File: src/rtl/alarm_pkg.sv
package alarm_pkg;
  localparam int FIELD_W  = 8;
  localparam int WDAY_W   = 7;
  localparam int DIS_BIT  = FIELD_W - 1;
  localparam int MIN_VW   = 7;
  localparam int HOUR_VW  = 6;
  localparam int MDAY_VW  = 6;
endpackage

File: src/rtl/alarm_field_cmp.sv
module alarm_field_cmp #(
  parameter int W     = 8,
  parameter int VAL_W = 7
) (
  input  logic [W-1:0] alm_i,
  input  logic [W-1:0] cur_i,
  output logic         hit_o
);
  localparam logic [W-1:0] VAL_MASK = W'((1 << VAL_W) - 1);

  // top bit of the alarm field disables the compare
  assign hit_o = alm_i[W-1] | (((alm_i ^ cur_i) & VAL_MASK) == '0);
endmodule

File: src/rtl/alarm_day_cmp.sv
module alarm_day_cmp #(
  parameter int W      = 8,
  parameter int WDAY_W = 7,
  parameter int VAL_W  = 6
) (
  input  logic              clk_i,
  input  logic              rst_ni,
  input  logic              day_mode_i,
  input  logic [W-1:0]      alm_i,
  input  logic [W-1:0]      cur_mday_i,
  input  logic [WDAY_W-1:0] cur_wday_i,
  output logic              hit_o
);
  localparam logic [W-1:0] VAL_MASK = W'((1 << VAL_W) - 1);

  logic date_hit, wday_hit;

  assign date_hit = ((alm_i ^ cur_mday_i) & VAL_MASK) == '0;
  assign wday_hit = |(alm_i[WDAY_W-1:0] & cur_wday_i);
  assign hit_o    = alm_i[W-1] | (day_mode_i ? date_hit : wday_hit);


  empty_mask_chk: assert property (@(posedge clk_i) disable iff (!rst_ni)
    (!day_mode_i && alm_i == '0) |-> !hit_o);
endmodule

File: src/rtl/alarm_flag_ctl.sv
module alarm_flag_ctl (
  input  logic clk_i,
  input  logic rst_ni,
  input  logic tick_i,
  input  logic match_i,
  input  logic irq_en_i,
  input  logic clr_i,
  output logic flag_o,
  output logic irq_n_o
);
  logic flag_q, flag_d, irq_low_q, evt;

  assign evt    = tick_i & match_i;
  // a new event outranks a host clear in the same cycle
  assign flag_d = evt | (flag_q & ~clr_i);

  always_ff @(posedge clk_i or negedge rst_ni) begin
    if (!rst_ni) begin
      flag_q    <= 1'b0;
      irq_low_q <= 1'b0;
    end else begin
      flag_q    <= flag_d;
      irq_low_q <= flag_d & irq_en_i;
    end
  end

  assign flag_o  = flag_q;
  assign irq_n_o = ~irq_low_q;


  event_sets_chk: assert property (@(posedge clk_i) disable iff (!rst_ni)
    (tick_i && match_i) |=> flag_o);

  no_tick_no_set_chk: assert property (@(posedge clk_i) disable iff (!rst_ni)
    (!flag_o && !tick_i) |=> !flag_o);

  sticky_hold_chk: assert property (@(posedge clk_i) disable iff (!rst_ni)
    (flag_o && !clr_i) |=> flag_o);

  clear_chk: assert property (@(posedge clk_i) disable iff (!rst_ni)
    (clr_i && !(tick_i && match_i)) |=> !flag_o);

  release_chk: assert property (@(posedge clk_i) disable iff (!rst_ni)
    !irq_en_i |=> irq_n_o);

  reassert_chk: assert property (@(posedge clk_i) disable iff (!rst_ni)
    (flag_o && irq_en_i && !clr_i) |=> !irq_n_o);
endmodule

File: src/rtl/rtc_alarm_irq.sv
module rtc_alarm_irq
  import alarm_pkg::*;
#(
  parameter int FW = FIELD_W,
  parameter int WW = WDAY_W
) (
  input  logic          clk_i,
  input  logic          rst_ni,
  input  logic          min_tick_i,
  input  logic [FW-1:0] cur_min_i,
  input  logic [FW-1:0] cur_hour_i,
  input  logic [WW-1:0] cur_wday_i,
  input  logic [FW-1:0] cur_mday_i,
  input  logic [FW-1:0] alm_min_i,
  input  logic [FW-1:0] alm_hour_i,
  input  logic [FW-1:0] alm_day_i,
  input  logic          day_mode_i,
  input  logic          irq_en_i,
  input  logic          flag_clr_i,
  output logic          flag_o,
  output logic          irq_n_o
);
  logic min_hit, hour_hit, day_hit, all_hit;

  alarm_field_cmp #(.W(FW), .VAL_W(MIN_VW)) u_min_cmp (
    .alm_i(alm_min_i), .cur_i(cur_min_i), .hit_o(min_hit));

  alarm_field_cmp #(.W(FW), .VAL_W(HOUR_VW)) u_hour_cmp (
    .alm_i(alm_hour_i), .cur_i(cur_hour_i), .hit_o(hour_hit));

  alarm_day_cmp #(.W(FW), .WDAY_W(WW), .VAL_W(MDAY_VW)) u_day_cmp (
    .clk_i(clk_i), .rst_ni(rst_ni), .day_mode_i(day_mode_i),
    .alm_i(alm_day_i), .cur_mday_i(cur_mday_i), .cur_wday_i(cur_wday_i),
    .hit_o(day_hit));

  assign all_hit = min_hit & hour_hit & day_hit;

  alarm_flag_ctl u_flag (
    .clk_i(clk_i), .rst_ni(rst_ni), .tick_i(min_tick_i), .match_i(all_hit),
    .irq_en_i(irq_en_i), .clr_i(flag_clr_i), .flag_o(flag_o), .irq_n_o(irq_n_o));


  mismatch_block_chk: assert property (@(posedge clk_i) disable iff (!rst_ni)
    (!flag_o && !flag_clr_i && min_tick_i && !alm_min_i[FW-1]
     && alm_min_i[MIN_VW-1:0] != cur_min_i[MIN_VW-1:0]) |=> !flag_o);
endmodule

File: config.mk
export PLATFORM = sky130hd
export DESIGN_NAME = rtc_alarm_irq
export DESIGN_NICKNAME = d
export VERILOG_FILES = /design/src/rtl/alarm_pkg.sv /design/src/rtl/alarm_field_cmp.sv /design/src/rtl/alarm_day_cmp.sv /design/src/rtl/alarm_flag_ctl.sv /design/src/rtl/rtc_alarm_irq.sv
export SDC_FILE = /design/constraint.sdc
export NUM_CORES = 1
export LEC_CHECK = 0
export BUFFER_PORTS_ARGS = -buffer_cell sky130_fd_sc_hd__buf_2
export CORE_UTILIZATION = 25
export DETAILED_ROUTE_END_ITERATION = 7
export PLACE_DENSITY = 0.86
export SETUP_SLACK_MARGIN = 0.05
export SYNTH_ARGS = -nofsm -noshare
export SYNTH_HDL_FRONTEND = slang
export SYNTH_HIERARCHICAL = 1
export SYNTH_SLANG_ARGS = --single-unit
export TNS_END_PERCENT = 1
File: constraint.sdc
create_clock -name clk_i -period 0.8 [get_ports clk_i]
set_input_delay 0.04 -clock clk_i [delete_from_list [all_inputs] [get_ports clk_i]]
set_output_delay 0.04 -clock clk_i [all_outputs]
set_load 0.05 [all_outputs]
# Word level (Yosys, flattened, before mapping)
# Index checks and enable logic that the tools add are counted.
[totals]
reg_bits = 2
input_bits = 61
output_inout_bits = 2
wordCells = 22
[op_classes]
n_mux = 1
bitwise_logic = 15
n_reduce_logical = 4
[op_table]
columns = ["op", "count"]
rows = [
  ["8-bit logical NOT", 3],
  ["6-bit bitwise XOR", 2],
  ["7-bit bitwise AND", 1],
  ["7-bit OR reduction", 1],
  ["7-bit bitwise XOR", 1],
  ["1-bit bitwise AND", 5],
  ["1-bit bitwise OR", 4],
  ["1-bit inverter", 2],
  ["1-bit 2-to-1 mux", 1],
]

# Longest topological paths before layout
# Gate-level depths: netlist of run 1.
[logic_depth]
depth_word = 8
mapped_depth = 7
mapped_depth_nobuf = 7

# Hierarchy
# The synthesis of run 1 kept the hierarchy.
[by_module_without_submodules]
columns = ["mod", "n_inst", "cells_per_inst", "area_each_um2"]
rows = [
  ["alarm_day_cmp", 1, 14, 117.6],
  ["alarm_flag_ctl", 1, 7, 86.3],
  ["alarm_field_cmp at u_min_cmp", 1, 9, 77.6],
  ["alarm_field_cmp at u_hour_cmp", 1, 8, 67.6],
  ["rtc_alarm_irq", 1, 1, 6.3],
]

# Worst setup path after synthesis of run 1
# No wires, ideal clock.
[synth_timing]
path_type = "input to register"
from = "in alm_day_i[0]"
to = "reg u_flag.irq_low_q"
setup_time_ns = 0.122
arrival_ns = 0.933
path_slack_ns = -0.255
stages = 7
path_buffers = 0
path_cell_list = "a22o_1 -> a221oi_2 -> a32o_1 -> o41ai_1 -> and3_1 -> nand2_1 -> a21boi_2"
[synth_via]
elab_chain_len = 8
word_cells_on_any_way = 10
cone_classes = "mux (1); bitwise (7); reduce/logical (2)"
[synth_rtl]
columns = ["item", "line_no", "rtl"]
rows = [
  ["start: declaration", "rtc_alarm_irq.sv:16", "input logic [FW-1:0] alm_day_i,"],
  ["6-bit bitwise XOR / 7-bit bitwise AND (equally long branches)", "alarm_day_cmp.sv:18, alarm_day_cmp.sv:19", ""],
  ["8-bit logical NOT / 7-bit OR reduction (equally long branches)", "alarm_day_cmp.sv:18, alarm_day_cmp.sv:19", ""],
  ["1-bit 2-to-1 mux *", "alarm_day_cmp.sv:20", "assign hit_o = alm_i[W-1] | (day_mode_i ? date_hit : wday_hit);"],
  ["1-bit bitwise OR *", "alarm_day_cmp.sv:20", ""],
  ["via day_hit", "rtc_alarm_irq.sv:23", "logic min_hit, hour_hit, day_hit, all_hit;"],
  ["1-bit bitwise AND *", "rtc_alarm_irq.sv:36", "assign all_hit = min_hit & hour_hit & day_hit;"],
  ["via all_hit", "rtc_alarm_irq.sv:23", ""],
  ["1-bit bitwise AND *", "alarm_flag_ctl.sv:13", "assign evt = tick_i & match_i;"],
  ["1-bit bitwise OR *", "alarm_flag_ctl.sv:15", "assign flag_d = evt | (flag_q & ~clr_i);"],
  ["1-bit bitwise AND *", "alarm_flag_ctl.sv:23", "irq_low_q <= flag_d & irq_en_i;"],
  ["end signal: assignment", "alarm_flag_ctl.sv:23", ""],
  ["end: declaration", "alarm_flag_ctl.sv:11", "logic flag_q, flag_d, irq_low_q, evt;"],
]
# Mark *: on every way through the listed nets, which the timed path passes. The rest lies on a longest branch.

# Final worst setup path of run 1
[layout_timing]
from = "in cur_wday_i[0]"
to = "reg u_flag.flag_q (netlist: u_flag/flag_o)"
[layout_via]
elab_chain_len = 7
[layout_rtl]
columns = ["item", "line_no", "rtl"]
rows = [
  ["start: declaration", "rtc_alarm_irq.sv:12", "input logic [WW-1:0] cur_wday_i,"],
  ["7-bit bitwise AND", "alarm_day_cmp.sv:19", "assign wday_hit = |(alm_i[WDAY_W-1:0] & cur_wday_i);"],
  ["7-bit OR reduction", "alarm_day_cmp.sv:19", ""],
  ["1-bit 2-to-1 mux", "alarm_day_cmp.sv:20", ""],
  ["1-bit bitwise OR", "alarm_day_cmp.sv:20", ""],
  ["via day_hit", "rtc_alarm_irq.sv:23", ""],
  ["1-bit bitwise AND", "rtc_alarm_irq.sv:36", ""],
  ["via all_hit", "rtc_alarm_irq.sv:23", ""],
  ["1-bit bitwise AND", "alarm_flag_ctl.sv:13", ""],
  ["1-bit bitwise OR", "alarm_flag_ctl.sv:15", ""],
  ["via u_flag.flag_d", "alarm_flag_ctl.sv:11", ""],
  ["end signal: assignment", "alarm_flag_ctl.sv:22", "flag_q <= flag_d;"],
  ["end: declaration", "alarm_flag_ctl.sv:11", ""],
]
# The timed path passes the listed nets, and every way through them passes these cells.

==> impl_metrics.env, run 1 <==
export IMPL_antenna_diode_count=0
export IMPL_regToRegEndpoint="u_flag/flag_o$_DFF_PN0_"
export IMPL_remaining_max_slew_budget_at_the_tightest_pin=0.818
export IMPL_route_antenna_remaining_nets=0
export IMPL_report_final_hold_viol_count=0
export IMPL_drt_wl_total_mm=1.15
export IMPL_register_area_share_after_synthesis=0.141
export IMPL_final_layout_size_suffix_gt1_frac=0.657
export IMPL_gp_routability_congestion=0.705
export IMPL_synth_seq_cells=2
export IMPL_worstSetupStartpointType="input port"
export IMPL_crit_required_ns=0.90
export IMPL_worstPathArrival_ns=1.10
export IMPL_min_delay_start="min_tick_i"
export IMPL_total_of_warnings_raised_by_yosys=6
export IMPL_detail_route_drc_violations=0
export IMPL_postSynth_topFlopCell="dfrtp_1"
export IMPL_post_synth_instance_area_um2=355
export IMPL_cp_slowest_cell="a22o_1"
export IMPL_synth_most_common_cell="xor2_1"
export IMPL_timing_worst_slew_pin_value_ns=0.270
export IMPL_synthDominantCellAreaShare=0.271
export IMPL_vias_per_cell=4.52
export IMPL_grt_antenna_before_repair=0
export IMPL_synth_enable_flop_cells=0
export IMPL_final_critical_period_ns=0.993
export IMPL_syn_nets=100
export IMPL_start_util=0.270
export IMPL_postSynth_asyncResetShare=1.00
export IMPL_final_min_period_over_clock_period=1.24
export IMPL_detail_route_first_pass_iterations=3
export IMPL_drt_first_iter_violations=1
export IMPL_dr_total_vias=515
export IMPL_timing_final_max_slew_violations=0
export IMPL_critical_setup_path_class="in -> reg"
export IMPL_dp_hpwl_mm=1.09
export IMPL_nFillCells=123
export IMPL_reg2reg_depth=2
export IMPL_post_layout_inst_area_um2=712
export IMPL_run_status="finished with violations"
export IMPL_post_cts_repair_setup_buffers=0
export IMPL_timing_critical_path_max_delay_family="compound AO/OA/AOI/OAI gates"
export IMPL_timing_final_ws_setup_ns=-0.193
export IMPL_clockBufferDepth=2
export IMPL_timing_fmax_mhz=1010
export IMPL_wl_per_cell_um=10.1
export IMPL_crit_path_max_fanout=2
export IMPL_clock_sink_total=2
export IMPL_die_w_um=39.7
export IMPL_failed_checks="negative setup slack"
export IMPL_netlist_top_cells_area="xor2_1 (27%), xnor2_1 (20%), dfrtp_1 (14%)"
export IMPL_floorplan_core_area_um2=1320
export IMPL_finalSetupTns_ns=-0.426
export IMPL_placement_rows=13
export IMPL_regToRegStartpoint="u_flag/flag_o$_DFF_PN0_"
export IMPL_port_buffers=56
export IMPL_syn_to_layout_area_delta_pct=100
export IMPL_grt_max_degree=3
export IMPL_globalRouteMet2Util=0.328
export IMPL_die_h_um=39.7
export IMPL_grt_pass1_vias=408
export IMPL_ctsHtreeMaxLevel=1
export IMPL_worstSetupPathDepth=8
export IMPL_timing_hold_worst_class="in -> reg"
export IMPL_crit_path_buf_inv_count=1
export IMPL_dpl_cell_area_um2=654
export IMPL_setup_repair_after_global_routing_missed_its_margin="yes"
export IMPL_final_setup_viol_count=4
export IMPL_grtUsageMet1=0.0957
export IMPL_io_pins=63
export IMPL_grt_util_met3=0.0398
export IMPL_insertion_delay_ns=0.22
export IMPL_fin_worst_skew_ns=0.00136
export IMPL_total_die_area_um2=1580
export IMPL_netlist_cell_type_count=18
export IMPL_grt_first_pass_wirelength_mm=1.44
export IMPL_critPathCaptureType="flop"
export IMPL_ir_drop_uv=340
export IMPL_congestion_overflow_gr=0
export IMPL_maxCapViolCount=0
export IMPL_cts_inserted_buffers=3
export IMPL_critPathMaxStageDelay_ns=0.24
export IMPL_worstPathCellList="buf_2 -> a22o_1 -> a221oi_2 -> a32o_1 -> o41ai_1 -> and3_1 -> nand2_2 -> nand2_1"
export IMPL_grtUsageTotal=0.146
export IMPL_nNetsFinal=162
export IMPL_detailedPlace_worstSlack_ns=-0.462
export IMPL_ff2ff_setup_slack_ns=0.14
export IMPL_cts_root_buf="clkbuf_4"
export IMPL_holdPathStages=3
export IMPL_hold_worst_slack_ns=0.0504
export IMPL_hold_path_end="u_flag/flag_o$_DFF_PN0_"
export IMPL_clk_transition_reported_paths_ns=0.03
export IMPL_avgSynthCellArea_um2=9.11
export IMPL_synth_area_leader_cell="xor2_1"
export IMPL_p_leak_nw=0.391
export IMPL_grt_most_used_layer="met2"
export IMPL_post_synth_inst_count=39
export IMPL_clock_tree_from_tritoncts="yes"
export IMPL_synthTopCellsByCount="xor2_1 (11), xnor2_1 (8)"
export IMPL_power_per_cell_area_nw_per_um2=928
## routing by layer
metal	up-vias	share of wire	routed length (um)
met3	0	0.11	122
met5	-	0	0
met2	36	0.60	685
li1	264	-	-
met4	0	0	0
met1	215	0.29	338
## sequential cells by signal (all words and copies together) (netlist names)
signal / cells
u_flag/flag_o: 1
u_flag/irq_low_q: 1
## cell families after synthesis
| family | after synthesis | synth area share |
|---|---|---|
| flops | 2 | 0.141 |
| xor+xnor | 19 | 0.468 |
| buf+inv | 2 | 0.0211 |
| compound gates | 9 | 0.239 |
| simple gates | 7 | 0.130 |
## how the worst max path moves through the flow
stage / from / endpoint
final: cur_wday_i[0] / u_flag/flag_o$_DFF_PN0_
after CTS: cur_wday_i[0] / u_flag/flag_o$_DFF_PN0_
after global routing: cur_wday_i[0] / u_flag/irq_low_q$_DFF_PN0_
after floorplan: alm_day_i[0] / u_flag/irq_low_q$_DFF_PN0_
after global placement: alm_day_i[0] / u_flag/irq_low_q$_DFF_PN0_
after detailed placement: alm_day_i[0] / u_flag/flag_o$_DFF_PN0_
## metrics by stage
stage,util,power (mW),std cells
2_1_floorplan,-,0.251,39
3_3_place_gp,0.497,0.415,110
3_5_place_dp,0.497,0.427,110
4_1_cts,0.533,0.667,114
5_1_grt,0.540,0.716,114
6_report,0.540,0.661,114
## final cells by class
class / count / area (um2) / share of cell area
clock buffers: 3 / 22.5 / 0.0316
inverters: 2 / 7.51 / 0.0105
multi-input cells: 35 / 307 / 0.431
flip-flops and latches: 2 / 50.0 / 0.0703
well taps: 15 / 18.8 / 0.0264
repair buffers: 57 / 307 / 0.431
## cell usage in the layout (no fill, tap or decap), types with 2 or more instances in the layout
cell / count
buf_2: 54
clkbuf_4: 3
xnor2_1: 8
xor2_1: 11
dfrtp_1: 2
## worst register-to-register path, delay by kind of cell, from the launching register on
family           cells  cell delay (ns)
DFF                  1             0.40
and+or+nand+nor      2             0.14
## report_power, final
part	leakage, nW	total (mW)	internal [mW]	switching (mW)
logic	0.350	0.332	0.192	0.140
clock network	0.0138	0.214	0.165	0.0497
registers	0.0269	0.115	0.109	0.00607
total	0.391	0.661	0.465	0.196
## repair_timing
action / 4_1_cts / 5_1_grt
hold buffers: 1 / 0
setup endpoints to repair: 4 / 4
resized for setup: 5 / 3
hold endpoints to repair: 2 / 0
pin swaps: 2 / 0
Power figures use the tool's default switching activity.
==> run 2: changes to the inputs <==
clock period = 1.1 ns   (was 0.8 ns; I/O delays follow)
==> run 2 against run 1 <==
  * The run now ends clean
  * Sequential power shrank 28%
  * Wire length grew 5.4%
  * Largest cell class unchanged
  * Final cell count is the same
  * Critical path depth is the same
  * Utilization grew 0.38 points
  * Largest power group unchanged
  * Sequential cell count is the same
  * Via count grew 1.2%
==> impl_metrics.env, run 2 (same netlist as run 1, synthesis figures left out) <==
export IMPL_run_status="finished clean"
export IMPL_grt_max_degree=3
export IMPL_crit_required_ns=1.20
export IMPL_crit_path_max_fanout=2
export IMPL_holdPathStages=3
export IMPL_dr_wl_met2_um=726
export IMPL_dr_total_vias=521
export IMPL_detail_route_drc_violations=0
export IMPL_critical_setup_path_class="in -> reg"
export IMPL_worstPathCellList="buf_6 -> a22o_1 -> a221oi_2 -> a32o_2 -> o41ai_2 -> and3_1 -> nand2_2 -> a21boi_2"
export IMPL_final_min_period_over_clock_period=0.936
export IMPL_clk_transition_reported_paths_ns=0.03
export IMPL_power_per_cell_area_nw_per_um2=674
export IMPL_critPathMaxStageDelay_ns=0.22
export IMPL_drt_first_iter_violations=3
export IMPL_detail_route_first_pass_iterations=2
export IMPL_report_final_hold_viol_count=0
export IMPL_floorplan_core_area_um2=1320
export IMPL_final_layout_size_suffix_gt1_frac=0.667
export IMPL_cts_inserted_buffers=3
export IMPL_post_layout_inst_area_um2=717
export IMPL_die_h_um=39.7
export IMPL_timing_worst_slew_pin_value_ns=0.254
export IMPL_drt_wl_total_mm=1.21
export IMPL_grtUsageTotal=0.155
export IMPL_timing_hold_worst_class="in -> reg"
export IMPL_start_util=0.270
export IMPL_worstSetupStartpointType="input port"
export IMPL_route_layer_met1_wl_um=357
export IMPL_timing_final_max_slew_violations=0
export IMPL_clock_tree_from_tritoncts="yes"
export IMPL_min_delay_start="min_tick_i"
export IMPL_ctsHtreeMaxLevel=1
export IMPL_routed_wl_met3_um=124
export IMPL_gp_routability_congestion=0.718
export IMPL_final_critical_period_ns=1.03
export IMPL_vias_per_cell=4.57
export IMPL_grt_pass1_vias=474
export IMPL_timing_final_ws_setup_ns=0.0705
export IMPL_syn_to_layout_area_delta_pct=102
export IMPL_clockBufferDepth=2
export IMPL_timing_fmax_mhz=971
export IMPL_io_pins=63
export IMPL_grt_first_pass_wirelength_mm=1.58
export IMPL_p_leak_nw=0.396
export IMPL_ir_drop_uv=207
export IMPL_layout_cells_most_common_list="buf_2 (54), xor2_1 (11), xnor2_1 (8), clkbuf_4 (3)"
export IMPL_detailedPlace_worstSlack_ns=-0.254
export IMPL_cts_root_buf="clkbuf_4"
export IMPL_regToRegStartpoint="u_flag/flag_o$_DFF_PN0_"
export IMPL_antenna_diode_count=0
export IMPL_congestion_overflow_gr=0
export IMPL_wl_per_cell_um=10.6
export IMPL_fin_worst_skew_ns=0.00129
export IMPL_die_w_um=39.7
export IMPL_most_common_cell_after_layout_fill_and_taps_aside="buf_2"
export IMPL_final_setup_viol_count=0
export IMPL_setup_repair_after_global_routing_missed_its_margin="yes"
export IMPL_cp_slowest_cell="a22o_1"
export IMPL_grt_antenna_before_repair=0
export IMPL_worstPathArrival_ns=1.13
export IMPL_clock_sink_total=2
export IMPL_dpl_cell_area_um2=654
export IMPL_port_buffers=56
export IMPL_top_signal_layer_used="met3"
export IMPL_remaining_max_slew_budget_at_the_tightest_pin=0.829
export IMPL_insertion_delay_ns=0.22
export IMPL_route_antenna_remaining_nets=0
export IMPL_reg2reg_depth=2
export IMPL_total_die_area_um2=1580
export IMPL_critPathLaunch="cur_wday_i[0]"
export IMPL_maxCapViolCount=0
export IMPL_critPathCaptureType="flop"
export IMPL_nNetsFinal=162
export IMPL_placement_rows=13
run 2: layout make-up:
| class | instances | area, um2 |
|---|---|---|
| inverter | 2 | 7.51 |
| timing repair buffer | 57 | 303 |
| multi-input combinational | 35 | 315 |
| fill | 124 | 601 |
| tap | 15 | 18.8 |
| clock buffer | 3 | 22.5 |
| sequential | 2 | 50.0 |
run 2: power breakdown:
part | switching (mW) | internal (mW)
combinational | 0.105 | 0.138
sequential | 0.00340 | 0.0789
clock | 0.0368 | 0.120
run 2: final timing paths:
path,to,slack (ns)
hold reg to reg,u_flag/flag_o$_DFF_PN0_,0.53
max in group asynchronous,u_flag/irq_low_q$_DFF_PN0_,0.84
setup reg to reg,u_flag/irq_low_q$_DFF_PN0_,0.46
hold / removal,u_flag/flag_o$_DFF_PN0_,0.06
min in group asynchronous,u_flag/flag_o$_DFF_PN0_,0.15
setup / recovery,u_flag/irq_low_q$_DFF_PN0_,0.07
run 2: critical path: cells and delay by family:
kind | cells | cell delay [ns]
buf+inv | 1 | 0.09
simple gates | 2 | 0.25
compound gates | 5 | 0.74
run 2: per-stage QoR:
stage | setup TNS, ns | cells | utilization | power [mW] | hold slack [ns]
after floorplan | 0 | 39 | - | 0.183 | -0.241
after global placement | -0.264 | 110 | 0.497 | 0.302 | -0.160
after detailed placement | -0.445 | 110 | 0.497 | 0.312 | -0.153
after CTS | 0 | 114 | 0.533 | 0.489 | 0.0827
after global routing | -0.0298 | 114 | 0.544 | 0.517 | 0.0719
final | 0 | 114 | 0.544 | 0.483 | 0.0583
run 2: layer usage:
metal,vias to the layer above,track usage
met5,-,0
met4,0,0.0776
met3,0,0.00568
met2,36,0.365
met1,222,0.112
li1,263,-
run 2: timing repair:
item                                   4_1_cts  5_1_grt
gates resized for setup                      3        3
buffers inserted                             0        0
endpoints found under the hold margin        2        0
setup endpoints to repair                    2        2
pin swaps                                    5        5
cloned                                       0        0
hold buffers                                 1        0
==> run 3: changes to the inputs <==
SETUP_SLACK_MARGIN = 0.4   (was 0.05)
==> run 3 against run 2 <==
  * First-iteration DRC count shrank 67%
  * Worst hold slack gained 0.0072 ns
  * Wire length decreased by 4.2%
  * Sequential power about the same
  * Critical endpoint is now u_flag/flag_o$_DFF_PN0_
==> impl_metrics.env, run 3 (same netlist as run 1, synthesis figures left out) <==
export IMPL_clock_sink_total=2
export IMPL_dr_total_vias=517
export IMPL_multi_input_comb_area_um2=307
export IMPL_layout_cells_most_common_list="buf_2 (56), xor2_1 (11), xnor2_1 (8), clkbuf_4 (3)"
export IMPL_critical_setup_path_class="in -> reg"
export IMPL_port_buffers=56
export IMPL_setup_repair_after_global_routing_missed_its_margin="yes"
export IMPL_run_status="finished clean"
export IMPL_crit_path_max_fanout=2
export IMPL_detail_route_first_pass_iterations=3
export IMPL_grt_antenna_before_repair=0
export IMPL_top_signal_layer_used="met3"
export IMPL_worstPathCellList="buf_2 -> a22o_1 -> a221oi_2 -> a32o_1 -> o41ai_1 -> and3_1 -> nand2_2 -> nand2_1"
export IMPL_timing_final_max_slew_violations=0
export IMPL_syn_to_layout_area_delta_pct=95.8
export IMPL_dpl_cell_area_um2=654
export IMPL_grt_max_degree=3
export IMPL_cp_slowest_cell="a22o_1"
export IMPL_antenna_diode_count=0
export IMPL_p_leak_nw=0.384
export IMPL_grtUsageTotal=0.148
export IMPL_worstPathArrival_ns=1.11
export IMPL_gp_routability_congestion=0.706
export IMPL_wl_per_cell_um=10.1
export IMPL_placement_rows=13
export IMPL_die_w_um=39.7
export IMPL_most_common_cell_after_layout_fill_and_taps_aside="buf_2"
export IMPL_grt_pass1_vias=420
export IMPL_ir_drop_uv=243
export IMPL_clock_tree_from_tritoncts="yes"
export IMPL_congestion_overflow_gr=0
export IMPL_hold_worst_slack_ns=0.0655
export IMPL_final_critical_period_ns=1.01
export IMPL_floorplan_core_area_um2=1320
export IMPL_min_delay_start="min_tick_i"
export IMPL_timing_worst_slew_pin_value_ns=0.270
export IMPL_holdPathStages=3
export IMPL_finalSetupTns_ns=0
export IMPL_report_power_total_uw=472
export IMPL_final_min_period_over_clock_period=0.917
export IMPL_remaining_max_slew_budget_at_the_tightest_pin=0.818
export IMPL_route_antenna_remaining_nets=0
export IMPL_report_final_hold_viol_count=0
export IMPL_insertion_delay_ns=0.22
export IMPL_die_h_um=39.7
export IMPL_cts_root_buf="clkbuf_4"
export IMPL_drt_first_iter_violations=1
export IMPL_dp_hpwl_mm=1.09
export IMPL_nFillCells=123
export IMPL_dr_wl_met2_um=694
export IMPL_route_layer_met1_wl_um=337
export IMPL_cts_inserted_buffers=3
export IMPL_final_layout_size_suffix_gt1_frac=0.646
export IMPL_timing_hold_worst_class="in -> reg"
export IMPL_crit_required_ns=1.20
export IMPL_nNetsFinal=162
export IMPL_worstSetupStartpointType="input port"
export IMPL_power_per_cell_area_nw_per_um2=679
export IMPL_reg2reg_depth=2
export IMPL_grt_first_pass_wirelength_mm=1.47
export IMPL_io_pins=63
export IMPL_layout_core_utilization=0.528
export IMPL_maxCapViolCount=0
export IMPL_clk_transition_reported_paths_ns=0.03
export IMPL_hold_path_end="u_flag/flag_o$_DFF_PN0_"
export IMPL_regToRegEndpoint="u_flag/flag_o$_DFF_PN0_"
export IMPL_ctsHtreeMaxLevel=1
export IMPL_fin_worst_skew_ns=0.000958
export IMPL_final_setup_viol_count=0
export IMPL_detail_route_drc_violations=0
export IMPL_clockBufferDepth=2
export IMPL_critPathMaxStageDelay_ns=0.24
export IMPL_total_die_area_um2=1580
export IMPL_drt_wl_total_mm=1.16
export IMPL_layout_area_seq_um2=50.0
export IMPL_critPathCaptureType="flop"
export IMPL_vias_per_cell=4.54
export IMPL_regToRegStartpoint="u_flag/flag_o$_DFF_PN0_"
export IMPL_post_layout_inst_area_um2=696
export IMPL_routed_wl_met3_um=126
export IMPL_timing_fmax_mhz=992
export IMPL_start_util=0.270
export IMPL_ff2ff_setup_slack_ns=0.45
==> run 3: cell counts in the layout (fill, tap and decap cells not counted) <==
Identical to the previous run, type by type.
==> run 3: repair_timing <==
action | CTS | global route
gates cloned | 0 | 0
buffers inserted | 0 | 0
hold buffers | 1 | 0
endpoints found under the setup margin | 4 | 4
pin swaps | 2 | 0
resized for setup | 1 | 1
hold endpoints to repair | 2 | 0
==> run 3: how the worst max path moves through the flow <==
stage                        startpoint                    endpoint  slack (ns)
after floorplan            alm_day_i[0]  u_flag/irq_low_q$_DFF_PN0_        0.06
after global placement     alm_day_i[0]  u_flag/irq_low_q$_DFF_PN0_       -0.10
after detailed placement   alm_day_i[0]     u_flag/flag_o$_DFF_PN0_       -0.18
after CTS                 cur_wday_i[0]     u_flag/flag_o$_DFF_PN0_        0.08
after global routing      cur_wday_i[0]  u_flag/irq_low_q$_DFF_PN0_      0.0007
final                     cur_wday_i[0]     u_flag/flag_o$_DFF_PN0_        0.09
==> run 3: layout make-up <==
| cell class | instances | share of cell area |
|---|---|---|
| clock buffer | 3 | 0.0324 |
| multi-input combinational | 35 | 0.441 |
| timing repair buffer | 57 | 0.417 |
| sequential | 2 | 0.0719 |
| tap | 15 | 0.0270 |
| inverter | 2 | 0.0108 |
==> run 3: per-stage QoR <==
| step | setup WS [ns] | cells |
|---|---|---|
| final | 0.0916 | 114 |
| after global routing | 0.000682 | 114 |
| after CTS | 0.0753 | 114 |
| after detailed placement | -0.177 | 110 |
| after global placement | -0.103 | 110 |
| after floorplan | 0.0611 | 39 |
==> run 3: worst max-delay path, delay by kind of cell <==
family	cells	cell delay, ns
buffers and inverters	1	0.10
AOI/OAI and AO/OA	4	0.67
and+or+nand+nor	3	0.28
==> run 3: routing by layer <==
metal / up-vias / track usage
li1: 264 / -
met1: 217 / 0.0957
met2: 36 / 0.336
met3: 0 / 0.0398
met4: 0 / 0.0776
met5: - / 0
==> run 3: report_power, final <==
| group | switching (mW) | internal, mW | leakage, nW | total, mW |
|---|---|---|---|---|
| clock | 0.0365 | 0.120 | 0.0138 | 0.156 |
| sequential | 0.00344 | 0.0789 | 0.0269 | 0.0823 |
| combinational | 0.101 | 0.132 | 0.344 | 0.233 |
| total | 0.141 | 0.331 | 0.384 | 0.472 |
